$ cat src/rtl/sqe_pkg.sv
// Shared types for the heartbeat generator.
package sqe_pkg;
    typedef enum logic [1:0] {
        ST_IDLE  = 2'd0,
        ST_TX    = 2'd1,
        ST_DELAY = 2'd2,
        ST_PULSE = 2'd3
    } sqe_state_e;
endpackage

$ cat src/rtl/sqe_mode_gate.sv
// Decides whether the link mode allows a heartbeat at all.
// Assumes the mode inputs are already synchronous to clk.
module sqe_mode_gate (
    input  logic speed_10,
    input  logic full_duplex,
    input  logic sqe_off,
    output logic allow
);
    // Heartbeat only on 10 Mb/s, half duplex, not suppressed.
    always_comb allow = speed_10 && !full_duplex && !sqe_off;
endmodule

$ cat src/rtl/sqe_bit_counter.sv
// Bit-time counter: counts ticks from zero and flags the tick that reaches
// the given limit. Assumes clr is held while the counter is not in use.
module sqe_bit_counter #(
    parameter int CW = 5
) (
    input  logic          clk,
    input  logic          rst_n,
    input  logic          clr,
    input  logic          tick,
    input  logic [CW-1:0] limit,
    output logic          done
);
    logic [CW-1:0] cnt_q;

    // Count ticks; clear on request or at reset.
    always_ff @(posedge clk) begin
        if (!rst_n || clr) cnt_q <= '0;
        else if (tick)     cnt_q <= cnt_q + 1'b1;
    end

    // Terminal flag on the tick that reaches the limit.
    always_comb done = tick && (cnt_q == limit);

    AST_CNT_IN_RANGE: assert property (@(posedge clk) disable iff (!rst_n)
        !clr |-> cnt_q <= limit) else $error("count beyond limit");
endmodule

$ cat src/rtl/sqe_fsm.sv
// Sequencer: follows a transmission, runs the delay on its end, then shows
// the pulse. Cancels on a new transmission or a mode change.
// Assumes done comes from a counter cleared whenever clr is high.
module sqe_fsm
    import sqe_pkg::*;
(
    input  logic clk,
    input  logic rst_n,
    input  logic tx_en,
    input  logic allow,
    input  logic done,
    output logic clr,
    output logic sel_width,
    output logic pulse
);
    sqe_state_e state_q, state_d;

    // Next state from transmission, mode and count.
    always_comb begin
        state_d = state_q;
        case (state_q)
            ST_IDLE:  if (tx_en) state_d = ST_TX;
            ST_TX:    if (!tx_en) state_d = allow ? ST_DELAY : ST_IDLE;
            ST_DELAY: if (tx_en || !allow) state_d = ST_IDLE;
                      else if (done)       state_d = ST_PULSE;
            ST_PULSE: if (tx_en || !allow || done) state_d = ST_IDLE;
            default:  state_d = ST_IDLE;
        endcase
    end

    // State register with synchronous reset.
    always_ff @(posedge clk) begin
        if (!rst_n) state_q <= ST_IDLE;
        else        state_q <= state_d;
    end

    // Counter control and outputs decoded from the state.
    always_comb begin
        clr       = !(state_q == ST_DELAY || state_q == ST_PULSE) || (state_d != state_q);
        sel_width = (state_q == ST_PULSE);
        pulse     = (state_q == ST_PULSE);
    end

    AST_DELAY_ON_FALL: assert property (@(posedge clk) disable iff (!rst_n)
        $rose(state_q == ST_DELAY) |-> $past(state_q == ST_TX && !tx_en && allow))
        else $error("delay without end of transmission");
    AST_PULSE_AFTER_DELAY: assert property (@(posedge clk) disable iff (!rst_n)
        $rose(pulse) |-> $past(state_q == ST_DELAY && done))
        else $error("pulse without full delay");
    AST_PULSE_ENDS: assert property (@(posedge clk) disable iff (!rst_n)
        (pulse && done) |=> !pulse) else $error("pulse overran");
    AST_DELAY_HOLDS: assert property (@(posedge clk) disable iff (!rst_n)
        (state_q == ST_DELAY && !done && !tx_en && allow) |=> state_q == ST_DELAY)
        else $error("delay moved without tick");
    AST_TX_CANCELS: assert property (@(posedge clk) disable iff (!rst_n)
        ((state_q == ST_DELAY || pulse) && tx_en) |=> (!pulse && state_q == ST_IDLE))
        else $error("transmission did not cancel");
    AST_MODE_CANCELS: assert property (@(posedge clk) disable iff (!rst_n)
        ((state_q == ST_DELAY || pulse) && !allow) |=> state_q == ST_IDLE)
        else $error("mode change did not cancel");
endmodule

$ cat src/rtl/sqe_heartbeat_gen.sv
// Heartbeat generator top: mode gate, sequencer and bit-time counter.
// Assumes bit_tick is a one-cycle strobe and all inputs are synchronous.
module sqe_heartbeat_gen #(
    parameter int DELAY_BITS = 10,
    parameter int WIDTH_BITS = 10
) (
    input  logic clk,
    input  logic rst_n,
    input  logic bit_tick,
    input  logic tx_en,
    input  logic full_duplex,
    input  logic speed_10,
    input  logic sqe_off,
    output logic sqe_pulse
);
    localparam int MAXB = (DELAY_BITS > WIDTH_BITS) ? DELAY_BITS : WIDTH_BITS;
    localparam int CW   = $clog2(MAXB + 1);
    localparam logic [CW-1:0] LIM_DELAY = CW'(DELAY_BITS - 1);
    localparam logic [CW-1:0] LIM_WIDTH = CW'(WIDTH_BITS - 1);

    logic allow, done, clr, sel_width;
    logic [CW-1:0] limit;

    initial begin
        AST_PARAM_RANGE: assert (DELAY_BITS >= 6 && DELAY_BITS <= 16 &&
                                 WIDTH_BITS >= 5 && WIDTH_BITS <= 15)
            else $error("delay or width out of range");
    end

    sqe_mode_gate u_gate (
        .speed_10    (speed_10),
        .full_duplex (full_duplex),
        .sqe_off     (sqe_off),
        .allow       (allow)
    );

    sqe_fsm u_fsm (
        .clk       (clk),
        .rst_n     (rst_n),
        .tx_en     (tx_en),
        .allow     (allow),
        .done      (done),
        .clr       (clr),
        .sel_width (sel_width),
        .pulse     (sqe_pulse)
    );

    // Pick the terminal count for the current phase.
    always_comb limit = sel_width ? LIM_WIDTH : LIM_DELAY;

    sqe_bit_counter #(.CW(CW)) u_cnt (
        .clk   (clk),
        .rst_n (rst_n),
        .clr   (clr),
        .tick  (bit_tick),
        .limit (limit),
        .done  (done)
    );

    AST_PULSE_NEEDS_MODE: assert property (@(posedge clk) disable iff (!rst_n)
        $rose(sqe_pulse) |-> $past(allow)) else $error("pulse in wrong mode");
    AST_NO_PULSE_IN_RESET: assert property (@(posedge clk)
        $past(!rst_n) |-> !sqe_pulse) else $error("pulse after reset");
endmodule

$ cat config.mk
export PLATFORM = sky130hd
export DESIGN_NAME = sqe_heartbeat_gen
export DESIGN_NICKNAME = d
export VERILOG_FILES = /design/src/rtl/sqe_pkg.sv /design/src/rtl/sqe_mode_gate.sv /design/src/rtl/sqe_bit_counter.sv /design/src/rtl/sqe_fsm.sv /design/src/rtl/sqe_heartbeat_gen.sv
export SDC_FILE = /design/constraint.sdc
export NUM_CORES = 1
export LEC_CHECK = 0
export BUFFER_PORTS_ARGS = -buffer_cell sky130_fd_sc_hd__buf_2
export CORE_AREA = 3 3 40 42
export DETAILED_ROUTE_END_ITERATION = 6
export DIE_AREA = 0 0 43 45
export MAX_ROUTING_LAYER = met4
export PLACE_DENSITY = 0.41
export SLEW_MARGIN = 20
export SYNTH_ARGS = -nofsm -noshare
export SYNTH_HDL_FRONTEND = slang
export SYNTH_SLANG_ARGS = --single-unit
$ cat constraint.sdc
create_clock -name clk -period 1.1 [get_ports clk]
set_clock_uncertainty 0.15 [all_clocks]
set_input_delay 0.055 -clock clk [delete_from_list [all_inputs] [get_ports clk]]
set_output_delay 0.055 -clock clk [all_outputs]
set_load 0.005 [all_outputs]
* Yosys cells after proc, flatten, opt, wreduce, memory -nomap -nowiden
Index checks and enable logic that the tools add are counted.
Widths: inputs -> output; s select.
** Cells by class
- Add/subtract/negate cells :: 1
- Reduce and logical (&&, ||, !) cells :: 14
- Mux-type cells :: 7
- Equality and inequality tests :: 5
** Operators by type and width (count)
- $mux 2 :: 6
- $pmux 2 s4 :: 1
- $logic_not 1->1 :: 5
- $logic_or 1x1->1 :: 5
- $add 4x1->4 const B :: 1
- $eq 2x2->1 const B :: 2
- $eq 4x4->1 const B :: 1
- $logic_and 1x1->1 :: 3
- $eq 2x1->1 const B :: 1
- $logic_not 2->1 :: 1
- $ne 2x2->1 :: 1
** Word-level totals
- Logic and storage cells :: 29
- Register bits :: 6
- Input port bits :: 7
- Output and inout bits :: 1

* Logic depth before layout (Yosys ltp)
Gate-level depths: netlist (run 1).
- Depth after elaboration :: 11
- Gate-level depth with buffers :: 5
- Gate-level depth less buffers :: 5

* Hierarchy
Synthesis (run 1) repeated with hierarchy kept, for this count alone.
** Unflattened totals
- Cell total of the unflattened synthesis :: 37
- Area total of the unflattened synthesis :: 355.3 um^2
** Modules (own cells, without submodules)
- sqe_bit_counter :: seq. area each 80.1 um^2, instances 1, cells an instance 22, area each 217.7 um^2
- sqe_fsm :: seq. area each 40.0 um^2, instances 1, cells an instance 12, area each 117.6 um^2
- sqe_mode_gate :: seq. area each 0.0 um^2, instances 1, cells an instance 1, area each 12.5 um^2
- sqe_heartbeat_gen :: seq. area each 0.0 um^2, instances 1, cells an instance 2, area each 7.5 um^2

* Worst setup path after synthesis (run 1)
Ideal clock, no wire load.
- Path kind :: reg2reg
- Start :: reg u_cnt.cnt_q[1]
- End :: reg u_cnt.cnt_q[1]
- Clock period less this slack :: 1.240 ns
- Cell stages (with the launch flop) :: 6
- Setup time :: 0.079 ns
- Arrival time :: 1.011 ns
- Slack :: -0.140 ns
- Data required time :: 0.871 ns
- Path buffers :: 0
- Path through :: dfxtp_1 > inv_1 > ha_1 > nand4b_2 > nand4_2 > a211oi_2
** On the way
- Longest elaborated chain between the ends :: 8
- Elaborated cells on any way between the ends :: 11
- Classes of those cells :: add/sub (1); eq/ne (2); mux (4); reduce/logical (4)
** RTL lines
- start: declaration :: line sqe_bit_counter.sv:13 : logic [CW-1:0] cnt_q;
- start signal: assignment :: line sqe_bit_counter.sv:18 : else if (tick) cnt_q <= cnt_q + 1'b1;
- $eq 4x4->1 :: line sqe_bit_counter.sv:22 : always_comb done = tick && (cnt_q == limit);
- $logic_and 1x1->1 :: line sqe_bit_counter.sv:22
- $mux 2 or $logic_or 1x1->1 (tied branches) :: line sqe_fsm.sv:25, sqe_fsm.sv:26
- $mux 2 (on tied branches) :: line sqe_fsm.sv:24, sqe_fsm.sv:26
- $pmux 2 s4 :: line sqe_fsm.sv:21 : case (state_q)
- $ne 2x2->1 :: line sqe_fsm.sv:39 : clr = !(state_q == ST_DELAY || state_q == ST_PULSE) || (state_d != state_q);
- $logic_or 1x1->1 :: line sqe_fsm.sv:39
- $logic_or 1x1->1 :: line sqe_bit_counter.sv:17 : if (!rst_n || clr) cnt_q <= '0;
Parallel ways exist; a longest one is shown, timed or not.
A chain may end at the register's enable or synchronous reset.

* Final worst setup path (run 1)
- Start :: reg u_cnt.cnt_q[0]
- End :: reg u_fsm.state_q[0]
** On the way
- Longest elaborated chain between the ends :: 5
- Elaborated cells on any way between the ends :: 7
- Classes of those cells :: eq/ne (1); mux (4); reduce/logical (2)
** RTL lines
- $eq 4x4->1 (*) :: line sqe_bit_counter.sv:22
- $logic_and 1x1->1 (*) :: line sqe_bit_counter.sv:22
- $mux 2 or $logic_or 1x1->1 (tied branches) :: line sqe_fsm.sv:25, sqe_fsm.sv:26
- $mux 2 (on tied branches) :: line sqe_fsm.sv:24, sqe_fsm.sv:26
- $pmux 2 s4 (*) :: line sqe_fsm.sv:21
- end signal: assignment :: line sqe_fsm.sv:34 : else state_q <= state_d;
- end: declaration :: line sqe_fsm.sv:16 : sqe_state_e state_q, state_d;
Mark *: on every way between the ends. The rest lies on a longest branch, timed or not.

==> results.md, run 1 <==
- Crit path to: u_fsm.state_q[0]$_SDFF_PN0_
- Yosys cell types: 16
- Clk network pwr share: 0.478
- Worst Setup SP: u_cnt.cnt_q[0]$_SDFFE_PP0P_
- Critical Path RT: 1130 ps
- H-tree lvl count: 1
- Complex-gate fraction of the synthesized area: 0.0861
- Post-synthesis cell count: 32
- Psw: roughly 0.12 mW
- Crit Path Class: flip-flop to flip-flop
- Total Wirelength: just over 600 um
- Failing checks: hold timing, setup timing
- Final nets: 59
- Outcome: finished with violations
- Core area: approximately 1300 um^2
- Total track usage: 0.0765
- Power per cell area: between 1000 and 1500 nW/um^2
- Sequential power share: 0.443
- Vias per cell: 4.47
- Post-route DRC violation count: 0
- RSZ-0062 raised after global routing: yes
- Synth Area in Adders: 0.0820
- Bufs on Longest Clock Path: 2
- Largest family of logic cells by synthesized area: simple AND/OR/NAND/NOR gates
- I/O pin cnt: 8
- Area grow syn2layout: 57.0%
- Finished Layout Cells: between 60 and 70
- Die height: roughly 45 um
- Clk Latency, worst-skew pair: roughly 250 ps
- Die width: about 43 um
- Dpl hpwl: 468 um
- Largest net degree at the start of global routing: 7
- Worst hold-check path type: input port to flip-flop
- R2R setup slack: -60 ps
- FF-to-FF path depth: 4
- Gr ovfl total: 0
- Least-Margin Pin Slew: ~320 ps
- Finished layout cell area: roughly 480 um^2
- Iteration-0 DRC Markers: 9
- Period Utilization, post-route: 1.05
- Post-DP Area: ~420 um^2
- Synth Net Count: 41
- Root buffer cell: clkbuf_4
- Max Slew Vio Count: 0
- Fin crit period: 1160 ps
- Lkg Pwr: 0.234 nW
- Worst r2r src: u_cnt.cnt_q[0]$_SDFFE_PP0P_
- Fmax: between 800 and 900 MHz
- RD Place Congestion: between 0.6 and 0.7
- Startpoint types: flip-flop
- Hold Vio Cnt, Final: 6
- WL/cell: ~9.5 um
- Number of max-cap violations: 0
- Clk sinks: 6
- Synth Area in XOR/XNOR: 0.115
- Vias in the first global route: approximately 240
- Netlist Area Pre-Place: just over 300 um^2
- Port Buf Inserts: 7
- Cell count after placement: 57
- Slowest cell delay on critical path: 370 ps
- Antenna cell count: 0
- Die area: around 1900 um^2
- Worst vdd ir: between 0.0003 and 0.0004 V
- Hold wc startpoint: full_duplex
- # hold bufs at CTS: 3
- #FFs+latches synth: 6
- Rows: 13
- Critical path arrival: 1190 ps
- Reg-to-reg endpoint: u_fsm.state_q[0]$_SDFF_PN0_
- Post-synthesis mux area share: 0
- Initial Util: 0.238
- Slowest-stage cell, CP: dfxtp_4
- Yosys warnings: 0
- Setup violators final: 4
- Via count: around 290
- Internal power: around 0.38 mW
- Worst slew margin: 0.786
- # fillers: roughly 130
- Inserted Clock Buffers: 3
- Simple-gate share of the synthesized area: 0.299
- Critical Path Fanout Max: 4
- Initial antenna violation count: 0
- Final Util: 0.373
- Worst hold slack: -39.2 ps
- Final setup margin: -60.3 ps
- Drt pass-1 iters: 2
- Layout cells sized above 1: 0.469
- Register area share after synthesis: 0.393
- Net Sw Frac: 0.236
- Routed Antenna Nets: 0
- Reg clk slew, reported paths: 50 ps
- Worst path cell trace: ha_4, nand4b_4, xor2_1, o22ai_1
- # Post-CTS Setup Buffers: 0
- Gate power share: 0.080
- Crit. End Element: flip-flop
- Syn_area_per_cell: between 9 and 10 um^2
- First-pass GRT wire length: about 980 um
- TritonCTS clock tree: yes
==> layout make-up <==
class	count	area, um^2	area share
flip-flops and latches	6	129	0.269
well taps	15	18.8	0.0392
multi-input cells	24	210	0.439
repair buffers	13	87.6	0.183
inverters	2	7.51	0.0157
clock buffers	4	26.3	0.0548
==> cells by family after synthesis <==
kind of cell,count (synthesis)
DFF,6
adders and majority gates,2
and+or+nand+nor,15
buffers and inverters,2
xor gates and xnor gates,4
AOI/OAI and AO/OA,3
==> registers in the layout, indices dropped and copies added, names as in the netlist <==
| register | count |
|---|---|
| u_fsm.state_q | 2 |
| u_cnt.cnt_q | 4 |
==> critical path: cells and delay by family, from the launching register on <==
| family | cells | cell delay, ps |
|---|---|---|
| AOI/OAI and AO/OA | 1 | 130 |
| xor gates and xnor gates | 1 | 170 |
| adders and majority gates | 1 | 140 |
| DFF | 1 | 370 |
| and+or+nand+nor | 1 | 130 |
==> Yosys cell counts, drive strengths merged <==
cell    number  area [um^2]
nand4        2         18.8
nand3        1         5.00
nor3b        1         12.5
nor2b        1         6.26
o22ai        1         6.26
xor2         3         26.3
nor2         6         22.5
o211ai       1         7.51
ha           2         25.0
inv          2         7.51
nand2        3         11.3
nand4b       1         15.0
a211oi       1         12.5
xnor2        1         8.76
dfxtp        6          120
==> power groups by stage <==
stage,registers [mW],logic [mW],clock network [mW]
after floorplan,0.224,0.0135,0
after global placement,0.224,0.0297,0
after detailed placement,0.224,0.0302,0
after CTS,0.220,0.0385,0.246
after global routing,0.217,0.0427,0.253
final,0.217,0.0391,0.235
==> timing repair <==
action | in CTS | in global routing
gates resized for setup | 1 | 2
pin swaps | 2 | 2
endpoints found under the setup margin | 5 | 7
hold endpoints to repair | 6 | 3
==> routing by layer <==
| layer | vias to the layer above | global-route usage | wire length, um |
|---|---|---|---|
| li1 | 143 | - | - |
| met1 | 133 | 0.0751 | 268 |
| met2 | 8 | 0.108 | 287 |
| met3 | 2 | 0.0398 | 39 |
| met4 | 0 | 0.0723 | 14 |
| met5 | - | - | 0 |
==> through the flow <==
stage	setup TNS, ps	power [mW]	hold WS (ps)	worst slack (ps)
after floorplan	-49.3	0.237	-15.9	-49.3
after global placement	-194	0.254	189	-91.4
after detailed placement	-204	0.254	191	-87.2
after CTS	-238	0.504	-47.9	-73.5
after global routing	-485	0.513	-16.9	-131
final	-200	0.491	-39.2	-60.3
==> worst min path at each step <==
| stage | to | cells past startpoint |
|---|---|---|
| finish | u_fsm.state_q[1]$_SDFF_PN0_ | 4 |
| global route | u_cnt.cnt_q[1]$_SDFFE_PP0P_ | 4 |
| CTS | u_fsm.state_q[1]$_SDFF_PN0_ | 4 |
| detailed placement | u_fsm.state_q[0]$_SDFF_PN0_ | 3 |
| global placement | u_fsm.state_q[0]$_SDFF_PN0_ | 3 |
| floorplan | u_cnt.cnt_q[1]$_SDFFE_PP0P_ | 1 |
==> placed cells by master, fill, tap and decap left out <==
cell type      n
nand4b_4       1
ha_4           1
nor2_2         1
nand2_1        3
inv_1          1
o22ai_1        1
inv_2          1
a211oi_2       1
xor2_1         3
dlygate4sd3_1  3
nor2b_1        1
nand4_4        1
dfxtp_4        2
dfxtp_1        3
nand3_1        1
ha_1           1
o211ai_1       1
buf_2          7
nor3b_2        1
dfxtp_2        1
nand4_1        1
clkbuf_4       3
nor2_1         5
buf_4          3
xnor2_1        1
clkbuf_1       1
(Power assumes the default switching activity.)
==> run 2, diff against run 1 <==
--- a/config.mk
+++ b/config.mk
@@ -11,6 +11,7 @@
 export DIE_AREA = 0 0 43 45
 export MAX_ROUTING_LAYER = met4
 export PLACE_DENSITY = 0.41
+export REMOVE_ABC_BUFFERS = 1
 export SLEW_MARGIN = 20
 export SYNTH_ARGS = -nofsm -noshare
 export SYNTH_HDL_FRONTEND = slang
==> run 2 against run 1 <==
Against the previous run: the flow still finishes with violations (hold timing, setup timing); combinational power grew 3%; critical endpoint unchanged; clock power decreased by 14%; sequential share of layout area fell by 0.77 points; first-iteration DRC count fell by 89%; critical path type unchanged; total power is 5.2% lower; highest routed layer unchanged; critical path depth up 1; final area shrank 1.0%.
==> results.md, run 2 (synthesis results as in run 1) <==
- Outcome: finished with violations
- Failing checks: hold timing, setup timing
- Largest net degree at the start of global routing: 7 (unchanged)
- Final setup margin: -76.2 ps (-15.9 ps)
- # fillers: 137 (+3.0%)
- Drt pass-1 iters: 4 (+2)
- Die height: 45 um (unchanged)
- Final nets: 59 (unchanged)
- Most common cell after layout, fill and taps aside: buf_2
- Layout cells sized above 1: 0.479 (+0.00978)
- Final Util: 0.369 (-0.00390)
- Hold Vio Cnt, Final: 4 (-2)
- Number of max-cap violations: 0 (unchanged)
- Worst vdd ir: 0.000587 V (+75%)
- Most frequent cells in the layout: buf_2, nor2_1
- Die area: 1940 um^2 (unchanged)
- Die width: 43 um (unchanged)
- # hold bufs at CTS: 3 (unchanged)
- Total track usage: 0.0929 (+0.0164)
- Min-Delay Path Depth: 4 (unchanged)
- Dpl hpwl: 508 um (+8.5%)
- Post-route DRC violation count: 0 (unchanged)
- Clk sinks: 6 (unchanged)
- R2R setup slack: -80 ps (-20 ps)
- RSZ-0062 raised after global routing: yes
- Critical Path RT: 1120 ps (about the same)
- Finished Layout Cells: 63 (-1.6%)
- Biggest register: u_cnt.cnt_q
- Fmax: 850 MHz (-1.3%)
- Worst slew margin: 0.765 (-0.0216)
- Period Utilization, post-route: 1.07 (+0.0144)
- FF-to-FF path depth: 5 (+1)
- Hold endpoint: u_fsm.state_q[1]$_SDFF_PN0_
- Critical path arrival: 1190 ps (about the same)
- Reg-to-reg endpoint: u_fsm.state_q[0]$_SDFF_PN0_
- Antenna cell count: 0 (unchanged)
- RD Place Congestion: 0.797 (+23%)
- Port Buf Inserts: 7 (unchanged)
- # Post-CTS Setup Buffers: 0 (unchanged)
- Worst r2r src: u_cnt.cnt_q[1]$_SDFFE_PP0P_
- Bufs on Longest Clock Path: 2 (unchanged)
- Rows: 13 (unchanged)
- Initial Util: 0.238 (unchanged)
- Area grow syn2layout: 55.3%
- Routed Antenna Nets: 0 (unchanged)
- Inserted Clock Buffers: 3 (unchanged)
- Clk Latency, worst-skew pair: 240 ps (about the same)
- Cell count after placement: 57 (unchanged)
- First-pass GRT wire length: 1210 um (+23%)
- Power per cell area: 982 nW/um^2 (-4.2%)
- WL/cell: 11.7 um (+23%)
- Lkg Pwr: 0.200 nW (-14%)
- Hold wc startpoint: full_duplex
- H-tree lvl count: 1 (unchanged)
- Root buffer cell: clkbuf_4
- Worst hold slack: -13.8 ps (+25.4 ps)
- Fin crit period: 1180 ps (+15.9 ps)
- Startpoint types: flip-flop
- Iteration-0 DRC Markers: 1 (-8)
- Via count: 277 (-3.1%)
- Largest registers: u_cnt.cnt_q: 4 flops, u_fsm.state_q: 2 flops
- Total Wirelength: 737 um (+21%)
- Setup violators final: 4 (unchanged)
- Crit. End Element: flip-flop
- Vias per cell: 4.40 (-1.6%)
- Crit Path Class: flip-flop to flip-flop
- Max Slew Vio Count: 0 (unchanged)
- Initial antenna violation count: 0 (unchanged)
- Number of flip-flops in the largest register: 4 (unchanged)
- Reg clk slew, reported paths: 50 ps (about the same)
- I/O pin cnt: 8 (unchanged)
- Critical Path Fanout Max: 3 (-1)
- TritonCTS clock tree: yes
- Vias in the first global route: 289 (+21%)
- Core area: 1280 um^2 (unchanged)
- Least-Margin Pin Slew: 352 ps (+32.3 ps)
- Gr ovfl total: 0 (unchanged)
- Worst hold-check path type: input port to flip-flop
## run 2: cell count changes in the layout (fill, tap and decap cells not counted), sizes merged
cell,previous run,this run
clkbuf,4,3
## run 2: timing repair
action                                  4_1_cts  5_1_grt
endpoints found under the setup margin        7        7
endpoints found under the hold margin         5        1
gates resized for setup                       8        2
pin swaps                                     5        7
## run 2: cell type report
class | count | area, um^2 | share of cell area
inverters | 2 | 7.51 | 0.0158
well taps | 15 | 18.8 | 0.0396
clock buffers | 3 | 22.5 | 0.0475
repair buffers | 13 | 91.3 | 0.193
multi-input cells | 24 | 210 | 0.443
flip-flops and latches | 6 | 124 | 0.261
## run 2: worst max-delay path, stage by stage, from the launching register on
cell and delay (ps):
dfxtp_2 320, inv_2 60, ha_4 130, nand4b_4 120, xor2_1 170, o22ai_1 160
## run 2: how the worst max path moves through the flow
stage                                      from                          end  slack, ps
floorplan           u_cnt.cnt_q[1]$_SDFFE_PP0P_  u_cnt.cnt_q[1]$_SDFFE_PP0P_       -140
global placement    u_cnt.cnt_q[1]$_SDFFE_PP0P_  u_cnt.cnt_q[1]$_SDFFE_PP0P_       -180
detailed placement  u_cnt.cnt_q[1]$_SDFFE_PP0P_  u_cnt.cnt_q[1]$_SDFFE_PP0P_       -200
CTS                 u_cnt.cnt_q[1]$_SDFFE_PP0P_  u_fsm.state_q[0]$_SDFF_PN0_       -100
global route        u_cnt.cnt_q[1]$_SDFFE_PP0P_  u_fsm.state_q[0]$_SDFF_PN0_       -120
finish              u_cnt.cnt_q[1]$_SDFFE_PP0P_  u_fsm.state_q[0]$_SDFF_PN0_        -80
## run 2: through the flow
stage               total power, mW  setup slack, ps  instance area, um^2  TNS (ps)
detailed placement            0.256             -202                  382      -668
global route                  0.495             -123                  474      -521
floorplan                     0.238             -140                  305      -374
finish                        0.466            -76.2                  474      -235
CTS                           0.476             -101                  468      -281
global placement              0.254             -184                  382      -561
## run 2: layer usage
metal | share of wire | GRT usage | vias up
li1 | - | - | 141
met1 | 0.37 | 0.0874 | 127
met2 | 0.54 | 0.156 | 7
met3 | 0.076 | 0.0558 | 2
met4 | 0.0054 | 0.0361 | 0
met5 | 0 | - | -
## run 2: report_power, final
part           switching, mW  internal (mW)  total, mW  leakage [nW]
sequential           0.00218          0.220      0.223        0.0501
clock                 0.0797          0.123      0.203        0.0138
combinational         0.0185         0.0216     0.0402         0.136
total                  0.100          0.365      0.466         0.200
==> run 3, diff against run 2 <==
--- a/config.mk
+++ b/config.mk
@@ -9,7 +9,6 @@
 export CORE_AREA = 3 3 40 42
 export DETAILED_ROUTE_END_ITERATION = 6
 export DIE_AREA = 0 0 43 45
-export MAX_ROUTING_LAYER = met4
 export PLACE_DENSITY = 0.41
 export REMOVE_ABC_BUFFERS = 1
 export SLEW_MARGIN = 20
==> run 3 against run 2 <==
Against the previous run: the flow still finishes with violations (hold timing, setup timing); via count stayed put; maximum frequency is essentially flat; register-to-register slack about the same; combinational power hardly changed; critical path depth stayed put; final area unchanged; sequential cell count unchanged; sequential share of layout area stayed put; global-route usage fell by 0.27 points; clock power about the same; routed wire length shrank 0.41%; critical endpoint unchanged; highest routed layer unchanged.
==> results.md, run 3 (synthesis results as in run 1) <==
- Post-route DRC violation count: 0 (unchanged)
- DP Worst Slack: -202 ps (unchanged)
- Net Sw Frac: 0.215 (-0.000285)
- Finished layout cell area: 474 um^2 (unchanged)
- Die area: 1940 um^2 (unchanged)
- Clk Latency, worst-skew pair: 240 ps (about the same)
- Hold wc startpoint: full_duplex
- Outcome: finished with violations
- Reg-to-reg endpoint: u_fsm.state_q[0]$_SDFF_PN0_
- Number of flip-flops in the largest register: 4 (unchanged)
- Most frequent cells in the layout: buf_2, nor2_1
- Root buffer cell: clkbuf_4
- R2R setup slack: -80 ps (about the same)
- Biggest register: u_cnt.cnt_q
- Die width: 43 um (unchanged)
- Area grow syn2layout: 55.3% (unchanged)
- Hold Vio Cnt, Final: 4 (unchanged)
- Final Util: 0.369 (unchanged)
- Largest net degree at the start of global routing: 7 (unchanged)
- I/O pin cnt: 8 (unchanged)
- Bufs on Longest Clock Path: 2 (unchanged)
- Fin crit period: 1180 ps (-0.0764 ps)
- Fmax: 850 MHz (about the same)
- Critical Path Fanout Max: 3 (unchanged)
- Reg clk slew, reported paths: 50 ps (about the same)
- Power per cell area: 982 nW/um^2 (about the same)
- Worst hold-check path type: input port to flip-flop
- Failing checks: hold timing, setup timing
- Total track usage: 0.0902 (-0.00271)
- Critical Path RT: 1120 ps (about the same)
- Final nets: 59 (unchanged)
- Routed Antenna Nets: 0 (unchanged)
- Cell count after placement: 57 (unchanged)
- H-tree lvl count: 1 (unchanged)
- Startpoint types: flip-flop
- Initial Util: 0.238 (unchanged)
- RSZ-0062 raised after global routing: yes
- TritonCTS clock tree: yes
- Crit Path Class: flip-flop to flip-flop
- Port Buf Inserts: 7 (unchanged)
- Max Slew Vio Count: 0 (unchanged)
- Vias in the first global route: 290 (+0.35%)
- Least-Margin Pin Slew: 352 ps (unchanged)
- Core area: 1280 um^2 (unchanged)
- Initial antenna violation count: 0 (unchanged)
- Slowest cell delay on critical path: 320 ps (about the same)
- Iteration-0 DRC Markers: 1 (unchanged)
- Inserted Clock Buffers: 3 (unchanged)
- # hold bufs at CTS: 3 (unchanged)
- Largest registers: u_cnt.cnt_q: 4 flops, u_fsm.state_q: 2 flops
- Layout cells sized above 1: 0.479 (unchanged)
- Worst hold slack: -13.8 ps (+0.0320 ps)
- Tot Pwr: 0.466 mW (about the same)
- Gate power share: 0.086 (about the same)
- Post-DP Area: 382 um^2 (unchanged)
- Worst slew margin: 0.765 (unchanged)
- Internal power: 0.365 mW (about the same)
- WL/cell: 11.7 um (-0.41%)
- Hold endpoint: u_fsm.state_q[1]$_SDFF_PN0_
- Slowest-stage cell, CP: dfxtp_2
- FF-to-FF path depth: 5 (unchanged)
- Crit. End Element: flip-flop
- Final setup margin: -76.1 ps (+0.0764 ps)
- Die height: 45 um (unchanged)
- Worst vdd ir: 0.000586 V (about the same)
- Finished Layout Cells: 63 (unchanged)
- Number of max-cap violations: 0 (unchanged)
- Via count: 277 (unchanged)
- Dpl hpwl: 508 um (unchanged)
- Worst r2r src: u_cnt.cnt_q[1]$_SDFFE_PP0P_
- Most common cell after layout, fill and taps aside: buf_2
- Clk network pwr share: 0.436 (about the same)
- Clk sinks: 6 (unchanged)
- Lkg Pwr: 0.200 nW (unchanged)
- Period Utilization, post-route: 1.07 (about the same)
- Sequential power share: 0.478 (about the same)
- # fillers: 137 (unchanged)
- Critical path arrival: 1190 ps (about the same)
- Rows: 13 (unchanged)
- Setup violators final: 4 (unchanged)
- Worst path cell trace: inv_2, ha_4, nand4b_4, xor2_1, o22ai_1
- Antenna cell count: 0 (unchanged)
- First-pass GRT wire length: 1210 um (unchanged)
- Psw: 0.100 mW (-0.17%)
- Vias per cell: 4.40 (unchanged)
- RD Place Congestion: 0.786 (-1.4%)
- Total Wirelength: 734 um (-0.41%)
- Min-Delay Path Depth: 4 (unchanged)
- Final TNS setup: -235 ps (+0.0790 ps)
- Gr ovfl total: 0 (unchanged)
- Drt pass-1 iters: 4 (unchanged)
==> run 3: worst max-delay path by stage <==
stage                                 from                     endpoint  slack (ps)  depth (start not counted)
2_1_floorplan  u_cnt.cnt_q[1]$_SDFFE_PP0P_  u_cnt.cnt_q[1]$_SDFFE_PP0P_        -140                          5
3_3_place_gp   u_cnt.cnt_q[1]$_SDFFE_PP0P_  u_cnt.cnt_q[1]$_SDFFE_PP0P_        -180                          5
3_5_place_dp   u_cnt.cnt_q[1]$_SDFFE_PP0P_  u_cnt.cnt_q[1]$_SDFFE_PP0P_        -200                          5
4_1_cts        u_cnt.cnt_q[1]$_SDFFE_PP0P_  u_fsm.state_q[0]$_SDFF_PN0_        -100                          5
5_1_grt        u_cnt.cnt_q[1]$_SDFFE_PP0P_  u_fsm.state_q[0]$_SDFF_PN0_        -120                          5
6_report       u_cnt.cnt_q[1]$_SDFFE_PP0P_  u_fsm.state_q[0]$_SDFF_PN0_         -80                          5
==> run 3: metal layers <==
| metal | vias up | wire length (um) | GRT usage |
|---|---|---|---|
| li1 | 141 | - | - |
| met1 | 127 | 272 | 0.0874 |
| met2 | 7 | 399 | 0.156 |
| met3 | 2 | 56 | 0.0558 |
| met4 | 0 | 6 | 0.0361 |
| met5 | - | 0 | 0 |
==> run 3: layout make-up <==
| type | count | area [um^2] | share of cell area |
|---|---|---|---|
| Inverter | 2 | 7.51 | 0.0158 |
| Multi-Input combinational cell | 24 | 210 | 0.443 |
| Timing Repair Buffer | 13 | 91.3 | 0.193 |
| Tap cell | 15 | 18.8 | 0.0396 |
| Clock buffer | 3 | 22.5 | 0.0475 |
| Sequential cell | 6 | 124 | 0.261 |
==> run 3: power groups by stage <==
stage | Clock [mW] | Sequential (mW) | Combinational [mW]
3_5_place_dp | 0 | 0.226 | 0.0293
4_1_cts | 0.214 | 0.222 | 0.0391
6_report | 0.203 | 0.223 | 0.0401
3_3_place_gp | 0 | 0.226 | 0.0275
5_1_grt | 0.229 | 0.222 | 0.0440
2_1_floorplan | 0 | 0.226 | 0.0124
==> run 3: critical path: cells and delay by family, from the launching register on <==
| kind | cells | cell delay [ps] |
|---|---|---|
| compound gates | 1 | 160 |
| xor+xnor | 1 | 170 |
| flops | 1 | 320 |
| simple gates | 1 | 120 |
| buf+inv | 1 | 60 |
| fa+ha+maj | 1 | 130 |
==> run 3: repair_timing <==
item | in CTS | in global routing
setup buffers | 0 | 0
pin swaps | 5 | 7
endpoints found under the setup margin | 7 | 7
hold endpoints to repair | 5 | 1
resized for setup | 8 | 2
